--- src/rtl/bcd_adj_adder.sv ---
module bcd_adj_adder (
  input  logic       clk,
  input  logic       rst_n,
  input  logic       in_valid,
  input  logic [7:0] op_a,
  input  logic [7:0] op_b,
  input  logic       carry_in,
  input  logic       adjust_mode,
  output logic [7:0] result,
  output logic       carry_out,
  output logic       half_carry,
  output logic       zero,
  output logic       done
);

  logic [7:0] res_q;
  logic       cy_q, hc_q, z_q, done_q, pend;

  logic [8:0] bin_sum;
  logic [4:0] low_sum;
  assign bin_sum = {1'b0, op_a} + {1'b0, op_b} + {8'b0, carry_in};
  assign low_sum = {1'b0, op_a[3:0]} + {1'b0, op_b[3:0]} + {4'b0, carry_in};

  logic       lo_fix, hi_fix;
  logic [8:0] step1, step2;
  assign lo_fix = (res_q[3:0] > 4'd9) || hc_q;
  assign step1  = {1'b0, res_q} + (lo_fix ? 9'h006 : 9'h000);
  assign hi_fix = cy_q || step1[8] || (step1[7:4] > 4'd9);
  assign step2  = {1'b0, step1[7:0]} + (hi_fix ? 9'h060 : 9'h000);

  always_ff @(posedge clk) begin
    if (!rst_n) begin
      res_q  <= 8'h00;
      cy_q   <= 1'b0;
      hc_q   <= 1'b0;
      z_q    <= 1'b0;
      done_q <= 1'b0;
      pend   <= 1'b0;
    end else begin
      done_q <= 1'b0;
      if (pend) begin
        res_q  <= step2[7:0];
        cy_q   <= hi_fix | step2[8];
        z_q    <= (step2[7:0] == 8'h00);
        done_q <= 1'b1;
        pend   <= 1'b0;
      end else if (in_valid) begin
        res_q  <= bin_sum[7:0];
        cy_q   <= bin_sum[8];
        hc_q   <= low_sum[4];
        z_q    <= (bin_sum[7:0] == 8'h00);
        done_q <= ~adjust_mode;
        pend   <= adjust_mode;
      end
    end
  end

  assign result     = res_q;
  assign carry_out  = cy_q;
  assign half_carry = hc_q;
  assign zero       = z_q;
  assign done       = done_q;

  a_r7_raw_done: assert property (@(posedge clk) disable iff (!rst_n)
    (in_valid && !adjust_mode && !pend) |=> done);

  a_r6_adj_two_step: assert property (@(posedge clk) disable iff (!rst_n)
    (in_valid && adjust_mode && !pend) |=> (!done ##1 done));

  a_r3_hc_kept: assert property (@(posedge clk) disable iff (!rst_n)
    pend |=> $stable(half_carry));

  a_r5_carry_sticky: assert property (@(posedge clk) disable iff (!rst_n)
    (pend && carry_out) |=> carry_out);

  a_r9_no_retrigger: assert property (@(posedge clk) disable iff (!rst_n)
    (pend && in_valid) |=> ##1 !done);

  a_r8_zero_flag: assert property (@(posedge clk) disable iff (!rst_n)
    done |-> (zero == (result == 8'h00)));

endmodule

--- config.mk ---
export PLATFORM = sky130hd
export DESIGN_NAME = bcd_adj_adder
export DESIGN_NICKNAME = d
export VERILOG_FILES = /design/src/rtl/bcd_adj_adder.sv
export SDC_FILE = /design/constraint.sdc
export NUM_CORES = 1
export LEC_CHECK = 0
export ABC_AREA = 1
export ABC_CLOCK_PERIOD_IN_PS = 4350
export BUFFER_PORTS_ARGS = -buffer_cell sky130_fd_sc_hd__buf_2
export CORE_MARGIN = 2
export CORE_UTILIZATION = 40
export DETAILED_ROUTE_END_ITERATION = 10
export PLACE_DENSITY = 0.64
export SYNTH_ARGS = -nofsm -noshare
export SYNTH_HDL_FRONTEND = slang
export SYNTH_SLANG_ARGS = --single-unit
--- constraint.sdc ---
create_clock -name clk -period 4.35 [get_ports clk]
set_clock_uncertainty 0.1 [all_clocks]
set_input_delay 0.2175 -clock clk [delete_from_list [all_inputs] [get_ports clk]]
set_output_delay 0.2175 -clock clk [all_outputs]
set_load 0.02 [all_outputs]
==> impl_metrics.py, run 1 <==
metrics = {
    "synth": {
        "yosys.area.top_type": "dfxtp_1",
        "synth_edf_count": 0,
        "ys_seq_area_share_pct": 21.2,
        "synth_top_area_share_pct": 21.2,
        "ys_types": 26,
        "synth_ff_type": "dfxtp_1",
        "synth_common_cells": "60 x nand2_1, 37 x inv_1, 14 x nor2_1",
        "synthesis.nets": 230,
        "syn_avg_cell_area_um2": 6.33,
        "yosysMostFrequentCell": "nand2_1",
        "yosysWarnings": 0,
        "synth_area_um2": 1230,
        "ys_top_cells_by_area": "dfxtp_1 21%, nand2_1 18%, inv_1 11%, ha_1 11%, fa_1 6.5%",
        "ys_async_sr_fraction_pct": 0,
        "synthCells": 194,
        "ys_ff_latch": 13,
    },
    "timing": {
        "tns_ns": 0,
        "finalMaxSlewViolations": 0,
        "fmax_mhz": 294,
        "finalCriticalPeriod_ns": 3.40,
        "setup_violations": 0,
        "rsz0062_at_grt": "false",
        "fin_crit_sh_pct": 78.1,
        "max-slew-margin-rel_pct": 63.3,
        "hold_viol_final": 0,
        "worst_pin_slew_ns": 0.548,
    },
    "layout": {
        "regArea_um2": 260,
        "postLayoutCellArea_um2": 1450,
        "antenna_cells": 0,
        "layout-drive-gt1-share_pct": 17.9,
        "instances_no_fill": 262,
        "multiInputGateArea_um2": 822,
        "area_delta_synth_final_pct": 17.9,
        "final_nets": 266,
        "nFillCells": 344,
    },
    "routing": {
        "wirelength_mm": 2.70,
        "drt-pass1-iter-count": 4,
        "routed_via_density": 4.84,
        "drtAntennaViolNets": 0,
        "drcViolationCount": 0,
        "route.vias.total": 1267,
        "drtIter0Drc": 28,
        "drt-wirelength-per-cell_um": 10.3,
    },
    "worst_setup_path": {
        "rrSetupSlack_ns": 0.95,
        "cp.arrival_ns": 3.53,
        "cp_data_required_time_ns": 4.48,
        "crit_path_end_kind": "flop",
        "crit_path_start_kind": "flop",
        "crit_path_max_fanout": 5,
        "criticalPathCategory": "reg2reg",
    },
    "global_route": {
        "use_met1_pct": 21.7,
        "met2_usage_pct": 30.8,
        "gr-total-overflow": 0,
        "grt_busiest_layer": "met2",
        "grt.met3_usage_pct": 0.655,
        "grt_pass1_wl_mm": 4.73,
        "grt_pass1_vias": 1173,
        "antenna_found_initial": 0,
        "grt_max_degree": 9,
        "track_usage_pct": 17.5,
    },
    "clock_tree": {
        "numCtsBuffers": 3,
        "ctsResizeCount": 0,
        "cts-htree-levels": 1,
        "post_cts_buffers": 0,
        "cts_tree": "built",
        "cts_sinks": 13,
        "path_clk_slew_ns": 0.08,
        "cts-root-buf": "clkbuf_4",
        "clkLatencyLatePin_ns": 0.29,
        "holdBufCountCts": 0,
        "cts.path.max_buffers": 2,
    },
    "power": {
        "p_leak_nw": 0.844,
        "peakVddDrop_uv": 89.1,
        "cellPowerDensity_nw_per_um2": 254,
    },
    "floorplanning": {
        "fp.dieH_um": 59.4,
        "die_w_um": 59.4,
        "io_pins": 33,
        "start_util_pct": 41.3,
        "fp-row-count": 20,
        "die_area_um2": 3530,
        "core_um2": 2980,
    },
    "outcome": {
        "status": "finished, final reports clean",
    },
    "place": {
        "portBuffers": 32,
        "dpl.hpwl_mm": 2.30,
        "placed_cell_area_um2": 1420,
        "place_inst": 258,
        "globalplace.congestion": 0.772,
    },
    "worst_hold_path": {
        "min_path_type": "in2reg",
    },
    "run": {
        "maxCapViolCount": 0,
    },
}
## area by class of cell
cell class | instances | share of cell area [%]
Tap cell | 33 | 2.85
Multi-Input combinational cell | 143 | 56.7
Timing Repair Buffer | 32 | 11.1
Sequential cell | 13 | 18.0
Inverter | 37 | 9.59
Clock buffer | 4 | 1.81
## path summary, 6_finish.rpt
check,startpoint,to,depth (start not counted)
hold / removal,adjust_mode,done,2
hold reg to reg,result[0],result[0],2
setup / recovery,result[2],zero,20
setup reg to reg,result[2],zero,20
## sequential cells by signal, indices dropped and copies added (netlist names)
register and flops:
carry_out 1, done 1, pend 1, half_carry 1, result 8, zero 1
## kinds of logic (layout without fill, tap and decap cells)
| logic type | count (synthesis) | after routing | synth area share [%] |
|---|---|---|---|
| compound gates | 25 | 25 | 11.1 |
| xor+xnor | 5 | 5 | 3.56 |
| fa+ha+maj | 15 | 15 | 17.7 |
| buf+inv | 38 | 73 | 11.9 |
| flops | 13 | 13 | 21.2 |
| simple gates | 98 | 98 | 34.5 |
## critical path, stage by stage (launching register included)
cell and delay (ns):
dfxtp_1 0.37, o21ai_0 0.16, nand2_1 0.13, ha_1 0.24, fa_1 0.42, nand2_1 0.10, inv_1 0.06, nand3_1 0.06
nand2_1 0.06, nand2_1 0.10, nand2_1 0.08, nand2_1 0.10, ha_1 0.18, inv_1 0.06, fa_1 0.53, nand2_1 0.06
nor3_1 0.12, nand3_1 0.08, nor2_1 0.11, a21boi_0 0.09, a21oi_1 0.13
## layout by cell type (no fill, tap or decap)
cell      instances
a211oi_1          1
nor3_2            1
clkbuf_1          1
nand4_1           3
nor2_4            1
o21ai_1           1
clkbuf_4          3
or2_2             1
nand3_1          13
a31oi_1           2
fa_1              4
o21ai_0          10
buf_2            32
nor2_1           14
xnor2_1           3
a21oi_1           8
ha_1             11
o22ai_1           1
dfxtp_1          13
o21bai_1          1
xor2_1            2
nand2_1          60
nand3_2           1
nand3b_1          1
nand2_2           2
nor3_1            1
a21boi_0          1
inv_1            37
## per-layer routing
| layer | up-vias | wire, um |
|---|---|---|
| met5 | - | 0 |
| met3 | 5 | 66 |
| li1 | 681 | - |
| met2 | 24 | 1340 |
| met1 | 557 | 1230 |
| met4 | 0 | 60 |
## stage by stage
stage          utilization [%]  setup WS (ns)  hold WS [ns]  power (mW)
2_1_floorplan                -           1.10         0.215       0.251
3_3_place_gp              47.8           1.09         0.327       0.294
3_5_place_dp              47.8          0.961         0.326       0.294
4_1_cts                   48.7          0.937        0.0203       0.372
5_1_grt                   48.7          0.566        0.0311       0.400
6_report                  48.7          0.951        0.0176       0.369
## power by group
| part | switching [mW] | internal [mW] |
|---|---|---|
| Sequential | 0.0117 | 0.130 |
| Combinational | 0.0914 | 0.0582 |
| Clock | 0.0419 | 0.0357 |
| Total | 0.145 | 0.224 |
(Power assumes the default switching activity.)
==> inputs of run 2 (changes only) <==
==> config.mk (replaced) <==
export PLATFORM = sky130hd
export DESIGN_NAME = bcd_adj_adder
export DESIGN_NICKNAME = d
export VERILOG_FILES = /design/src/rtl/bcd_adj_adder.sv
export SDC_FILE = /design/constraint.sdc
export NUM_CORES = 1
export LEC_CHECK = 0
export ABC_AREA = 0
export ABC_CLOCK_PERIOD_IN_PS = 2800
export BUFFER_PORTS_ARGS = -buffer_cell sky130_fd_sc_hd__buf_2
export CORE_MARGIN = 2
export CORE_UTILIZATION = 40
export DETAILED_ROUTE_END_ITERATION = 10
export PLACE_DENSITY = 0.67
export SYNTH_ARGS = -nofsm -noshare
export SYNTH_HDL_FRONTEND = slang
export SYNTH_SLANG_ARGS = --single-unit
==> constraint.sdc (replaced) <==
create_clock -name clk -period 2.8 [get_ports clk]
set_clock_uncertainty 0.1 [all_clocks]
set_input_delay 0.14 -clock clk [delete_from_list [all_inputs] [get_ports clk]]
set_output_delay 0.14 -clock clk [all_outputs]
set_load 0.02 [all_outputs]
==> run 2 against run 1 <==
The flow now finishes with violations (design-rule violations, negative setup slack). Combinational power increased by 110%. Routed wire length grew 21%. First-iteration DRC count grew 71%. Maximum frequency grew 8.4%. Sequential power up 62%. Via count grew 0.79%. Global-route usage up 1.7 points. Synthesized cell count decreased by 26%. Highest routed layer unchanged. Hold slack got worse by 0.0029 ns. Register-to-register slack worse by 1.3 ns. Utilization increased by 11 points. Clock power rose by 55%.
==> impl_metrics.py, run 2 <==
metrics = {
    "clock_tree": {
        "clkLatencyLatePin_ns": 0.28,
        "cts.path.max_buffers": 2,
        "cts_tree": "built",
        "cts_sinks": 13,
        "numCtsBuffers": 3,
        "path_clk_slew_ns": 0.08,
        "cts-root-buf": "clkbuf_4",
        "cts-htree-levels": 1,
    },
    "worst_setup_path": {
        "cp_data_required_time_ns": 2.89,
        "crit_path_start_kind": "flop",
        "crit_chain": "o21ai_2 -> nand2b_1 -> ha_2 -> fa_2 -> and3_4 -> o31ai_4 -> a21oi_2 -> a211o_1 -> ha_4 -> inv_2 -> fa_2 -> buf_6 -> a221oi_2",
        "crit_path_max_fanout": 3,
        "cp.arrival_ns": 3.22,
        "crit_slowest_cell": "fa_2",
        "criticalPathCategory": "reg2reg",
        "slowest_delay_ns": 0.46,
        "crit_path_end_kind": "flop",
        "cpMostUsedCell": "fa_2",
    },
    "power": {
        "cellPowerDensity_nw_per_um2": 394,
        "p_leak_nw": 0.772,
        "peakVddDrop_uv": 202,
    },
    "routing": {
        "wirelength_mm": 3.26,
        "drt-pass1-iter-count": 7,
        "route.vias.total": 1277,
        "drtAntennaViolNets": 0,
        "drtIter0Drc": 48,
        "drt-wirelength-per-cell_um": 14.4,
        "drcViolationCount": 2,
        "routed_via_density": 5.63,
    },
    "timing": {
        "finalCriticalPeriod_ns": 3.13,
        "hold_viol_final": 0,
        "worst_pin_slew_ns": 0.556,
        "fmax_mhz": 319,
        "worst_slack_ns": -0.334,
        "max-slew-margin-rel_pct": 62.9,
        "finalMaxSlewViolations": 0,
        "fin_crit_sh_pct": 112,
        "rsz0062_at_grt": "true",
        "setup_violations": 4,
    },
    "floorplanning": {
        "fp.dieH_um": 58.7,
        "start_util_pct": 42.6,
        "die_area_um2": 3440,
        "core_um2": 2810,
        "die_w_um": 58.7,
        "fp-row-count": 19,
        "io_pins": 33,
    },
    "global_route": {
        "grt_max_degree": 13,
        "antenna_found_initial": 0,
        "grt_pass1_wl_mm": 5.16,
        "grt_pass1_vias": 1204,
        "track_usage_pct": 19.3,
        "gr-total-overflow": 0,
    },
    "synth": {
        "synth_common_cells": "13 x dfxtp_1, 13 x nor2_1, 11 x a21oi_1, 11 x ha_1, 10 x nand2_1",
        "yosys.area.top_type": "dfxtp_1",
        "ys_ff_latch": 13,
        "synthesis.nets": 179,
        "synth_ff_type": "dfxtp_1",
        "yosysWarnings": 0,
        "ys_top_cells_by_area": "dfxtp_1 22%, ha_1 12%, fa_1 6.7%, a21oi_1 4.6%, xnor2_1 4.4%",
        "synth_area_um2": 1200,
        "synth_edf_count": 0,
        "syn_avg_cell_area_um2": 8.36,
        "ys_seq_area_share_pct": 21.8,
        "synth_top_area_share_pct": 21.8,
        "ys_types": 48,
        "synthCells": 143,
        "ys_async_sr_fraction_pct": 0,
    },
    "layout": {
        "fin_util_pct": 60.0,
        "layout-drive-gt1-share_pct": 41.8,
        "instances_no_fill": 227,
        "area_delta_synth_final_pct": 40.7,
        "largest_register_ffs": 8,
        "final_cell_mix": "32 x buf_2, 18 x buf_4, 13 x nor2_1",
        "antenna_cells": 0,
        "final_common_cell": "buf_2",
        "final_nets": 233,
        "nFillCells": 260,
    },
    "place": {
        "globalplace.congestion": 0.834,
        "dpl.hpwl_mm": 2.50,
        "portBuffers": 32,
        "place_inst": 213,
    },
    "outcome": {
        "violations": "design-rule violations, negative setup slack",
        "status": "finished with violations",
    },
    "worst_hold_path": {
        "min_path_type": "in2reg",
    },
    "run": {
        "maxCapViolCount": 0,
    },
}
==> run 2: cell types whose count changed after synthesis, moves of 3 or more <==
cell,delta
nand2_1,-50
inv_1,-28
nand3_1,-9
o21ai_0,-6
mux2i_1,+4
nand2b_1,+4
a21oi_1,+3
xnor2_1,+3
==> run 2: cell type report <==
| class | instances | area, um^2 | share of cell area [%] |
|---|---|---|---|
| tap | 31 | 38.8 | 2.30 |
| sequential | 13 | 267 | 15.8 |
| timing repair buffer | 52 | 318 | 18.9 |
| clock buffer | 4 | 26.3 | 1.56 |
| inverter | 11 | 41.3 | 2.45 |
| multi-input combinational | 116 | 992 | 59.0 |
==> run 2: worst paths after layout <==
check	startpoint	cells after the start	slack (ns)	end
setup / recovery	result[2]	13	-0.33	result[6]
hold / removal	adjust_mode	2	0.01	pend
setup reg to reg	result[2]	13	-0.33	result[6]
hold reg to reg	result[0]	2	0.45	result[0]
==> run 2: per-layer routing <==
layer	track usage (%)	routed length (um)
met5	0	0
met4	5.84	39
met1	24.2	1370
met2	34.7	1700
met3	1.98	151
==> run 2: worst max-delay path, delay by kind of cell, from the launching register on <==
family / cells / cell delay [ns]
buffers and inverters: 2 / 0.19
AND/OR/NAND/NOR: 2 / 0.28
adder cells (fa/ha/maj): 4 / 1.22
AO/OA/AOI/OAI: 5 / 0.94
flip-flops: 1 / 0.33
==> run 2: per-stage QoR <==
stage / setup slack (ns) / hold WS, ns / setup TNS [ns] / area (um^2) / total power, mW
after floorplan: -0.363 / 0.156 / -1.17 / 1240 / 0.419
after global placement: -0.330 / 0.290 / -0.757 / 1500 / 0.499
after detailed placement: -0.402 / 0.302 / -1.24 / 1500 / 0.504
after CTS: -0.328 / 0.0109 / -1.03 / 1580 / 0.635
after global routing: -0.456 / 0.0144 / -1.65 / 1680 / 0.706
final: -0.334 / 0.0147 / -1.12 / 1680 / 0.663
==> run 2: timing repair <==
item                       in CTS  in global routing
hold buffers                    0                  0
gates resized for setup         7                  8
setup endpoints to repair       4                  4
pin swaps                       9                 12
cloned                          0                  0
setup buffers                   3                  7
==> run 2: cell families after synthesis <==
logic type / Yosys count / share of synthesized area (%)
compound gates: 42 / 24.9
xor+xnor: 9 / 7.74
fa+ha+maj: 15 / 18.2
mux: 4 / 3.35
buf+inv: 14 / 4.71
flops: 13 / 21.8
simple gates: 46 / 19.4
==> run 2: report_power, final <==
| part | total, mW | internal (mW) | switching, mW |
|---|---|---|---|
| Sequential | 0.229 | 0.203 | 0.0265 |
| Combinational | 0.314 | 0.154 | 0.160 |
| Clock | 0.120 | 0.0553 | 0.0644 |
| Total | 0.663 | 0.412 | 0.251 |
==> inputs of run 3 (changes only) <==
--- a/config.mk
+++ b/config.mk
@@ -8,8 +8,8 @@
 export ABC_AREA = 0
 export ABC_CLOCK_PERIOD_IN_PS = 2800
 export BUFFER_PORTS_ARGS = -buffer_cell sky130_fd_sc_hd__buf_2
-export CORE_MARGIN = 2
 export CORE_UTILIZATION = 40
+export CTS_CLUSTER_SIZE = 16
 export DETAILED_ROUTE_END_ITERATION = 10
 export PLACE_DENSITY = 0.67
 export SYNTH_ARGS = -nofsm -noshare
==> run 3 against run 2 <==
Global-route usage increased by 1.5 points. Via count shrank 1.6%. The flow finishes with violations (design-rule violations, negative hold slack, negative setup slack). Sequential power about the same. Clock power about the same. Utilization is essentially flat. Final area hardly changed. Die area shrank 6.7%.
==> impl_metrics.py, run 3 (same netlist as run 2, synthesis figures left out) <==
metrics = {
    "outcome": {
        "violations": "design-rule violations, negative hold slack, negative setup slack",
        "status": "finished with violations",
    },
    "clock_tree": {
        "cts_tree": "built",
        "path_clk_slew_ns": 0.08,
        "cts_sinks": 13,
        "cts.path.max_buffers": 2,
        "cts-htree-levels": 1,
        "numCtsBuffers": 3,
        "cts-root-buf": "clkbuf_4",
        "clkLatencyLatePin_ns": 0.29,
    },
    "worst_setup_path": {
        "cp_data_required_time_ns": 2.91,
        "reg2reg_depth": 14,
        "r2r-end": "zero",
        "criticalPathCategory": "reg2reg",
        "crit_path_end_kind": "flop",
        "cp.arrival_ns": 3.20,
        "crit_path_start_kind": "flop",
        "crit_path_max_fanout": 3,
        "rrSetupSlack_ns": -0.30,
        "reg2reg_from": "result[2]",
    },
    "floorplanning": {
        "die_w_um": 56.7,
        "fp-row-count": 19,
        "core_um2": 2810,
        "fp.dieH_um": 56.7,
        "io_pins": 33,
        "start_util_pct": 42.6,
        "die_area_um2": 3210,
    },
    "worst_hold_path": {
        "hold_end": "pend",
        "holdPathStages": 2,
        "min_path_type": "in2reg",
        "hp-start": "adjust_mode",
    },
    "routing": {
        "drtAntennaViolNets": 0,
        "wirelength_mm": 3.22,
        "drtIter0Drc": 47,
        "drt-wirelength-per-cell_um": 14.3,
        "drcViolationCount": 4,
        "drt-pass1-iter-count": 8,
        "routed_via_density": 5.56,
        "route.vias.total": 1257,
    },
    "timing": {
        "hold_viol_final": 1,
        "rsz0062_at_grt": "true",
        "worst_pin_slew_ns": 0.544,
        "fmax_mhz": 323,
        "finalMaxSlewViolations": 0,
        "setup_violations": 4,
        "fin_crit_sh_pct": 111,
        "worst_slack_ns": -0.295,
        "max-slew-margin-rel_pct": 63.7,
        "fin_hold_ws_ns": -0.00163,
        "finalCriticalPeriod_ns": 3.10,
    },
    "place": {
        "globalplace.congestion": 0.823,
        "portBuffers": 32,
        "placed_cell_area_um2": 1510,
        "dpl.hpwl_mm": 2.51,
        "place_inst": 215,
        "pre_cts_slack_ns": -0.432,
    },
    "global_route": {
        "track_usage_pct": 20.8,
        "grt_max_degree": 13,
        "gr-total-overflow": 0,
        "grt_pass1_wl_mm": 5.20,
        "grt_pass1_vias": 1241,
        "antenna_found_initial": 0,
    },
    "power": {
        "peakVddDrop_uv": 190,
        "cellPowerDensity_nw_per_um2": 391,
        "p_leak_nw": 0.768,
    },
    "layout": {
        "final_common_cell": "buf_2",
        "instances_no_fill": 226,
        "largest_register_ffs": 8,
        "final_cell_mix": "32 x buf_2, 17 x buf_4, 13 x nor2_1",
        "layout-drive-gt1-share_pct": 41.5,
        "area_delta_synth_final_pct": 40.8,
        "final_nets": 232,
        "antenna_cells": 0,
        "postLayoutCellArea_um2": 1680,
    },
    "run": {
        "maxCapViolCount": 0,
    },
}
## run 3: changes by cell type in the layout (fill, tap and decap cells not counted), sizes merged
cell / delta
buf: -1
## run 3: stage by stage
step | hold WS, ns | TNS (ns) | total power, mW | utilization (%)
after floorplan | 0.156 | -1.17 | 0.419 | -
after global placement | 0.290 | -0.795 | 0.498 | 54.0
after detailed placement | 0.288 | -1.24 | 0.508 | 54.0
after CTS | 0.00528 | -1.20 | 0.640 | 57.4
after global routing | 0.0242 | -1.43 | 0.692 | 60.0
final | -0.00163 | -0.970 | 0.659 | 60.0
## run 3: cell type report
class                   instances  area, um^2
clock buffers                   4        26.3
fillers                       254        1120
inverters                      11        41.3
multi-input cells             116        1000
flip-flops and latches         13         267
well taps                      31        38.8
repair buffers                 51         310
## run 3: timing repair
action / CTS / global route
resized for setup: 6 / 9
buffers inserted: 6 / 1
pin swaps: 12 / 4
setup endpoints to repair: 4 / 4
hold buffers: 0 / 0
## run 3: worst max-delay path by stage
stage / startpoint / endpoint / cells past startpoint
after detailed placement: result[1] / carry_out / 14
after CTS: result[2] / carry_out / 14
after floorplan: result[3] / zero / 15
after global routing: result[2] / zero / 14
after global placement: result[1] / carry_out / 14
final: result[2] / zero / 14
## run 3: metal layers
metal	global-route usage (%)	part of all wire [%]
met1	24.6	44
met5	0	0
met3	1.61	2.9
met4	10.4	2.0
met2	37.2	51
## run 3: worst max-delay path, cell delays in order, from the launching register on
cell and delay (ns):
dfxtp_2 0.32, o21ai_1 0.13, nand2b_1 0.10, ha_2 0.20, fa_2 0.35, and3_4 0.19
o31ai_4 0.18, a21oi_2 0.07, a211o_4 0.31, ha_4 0.18, inv_2 0.05, fa_2 0.18
xnor3_1 0.24, o31a_1 0.33, o32ai_2 0.08
## run 3: report_power, final
group | switching [mW] | total (mW) | internal (mW)
Clock | 0.0659 | 0.121 | 0.0554
Combinational | 0.160 | 0.308 | 0.148
Sequential | 0.0268 | 0.230 | 0.203
Total | 0.253 | 0.659 | 0.406
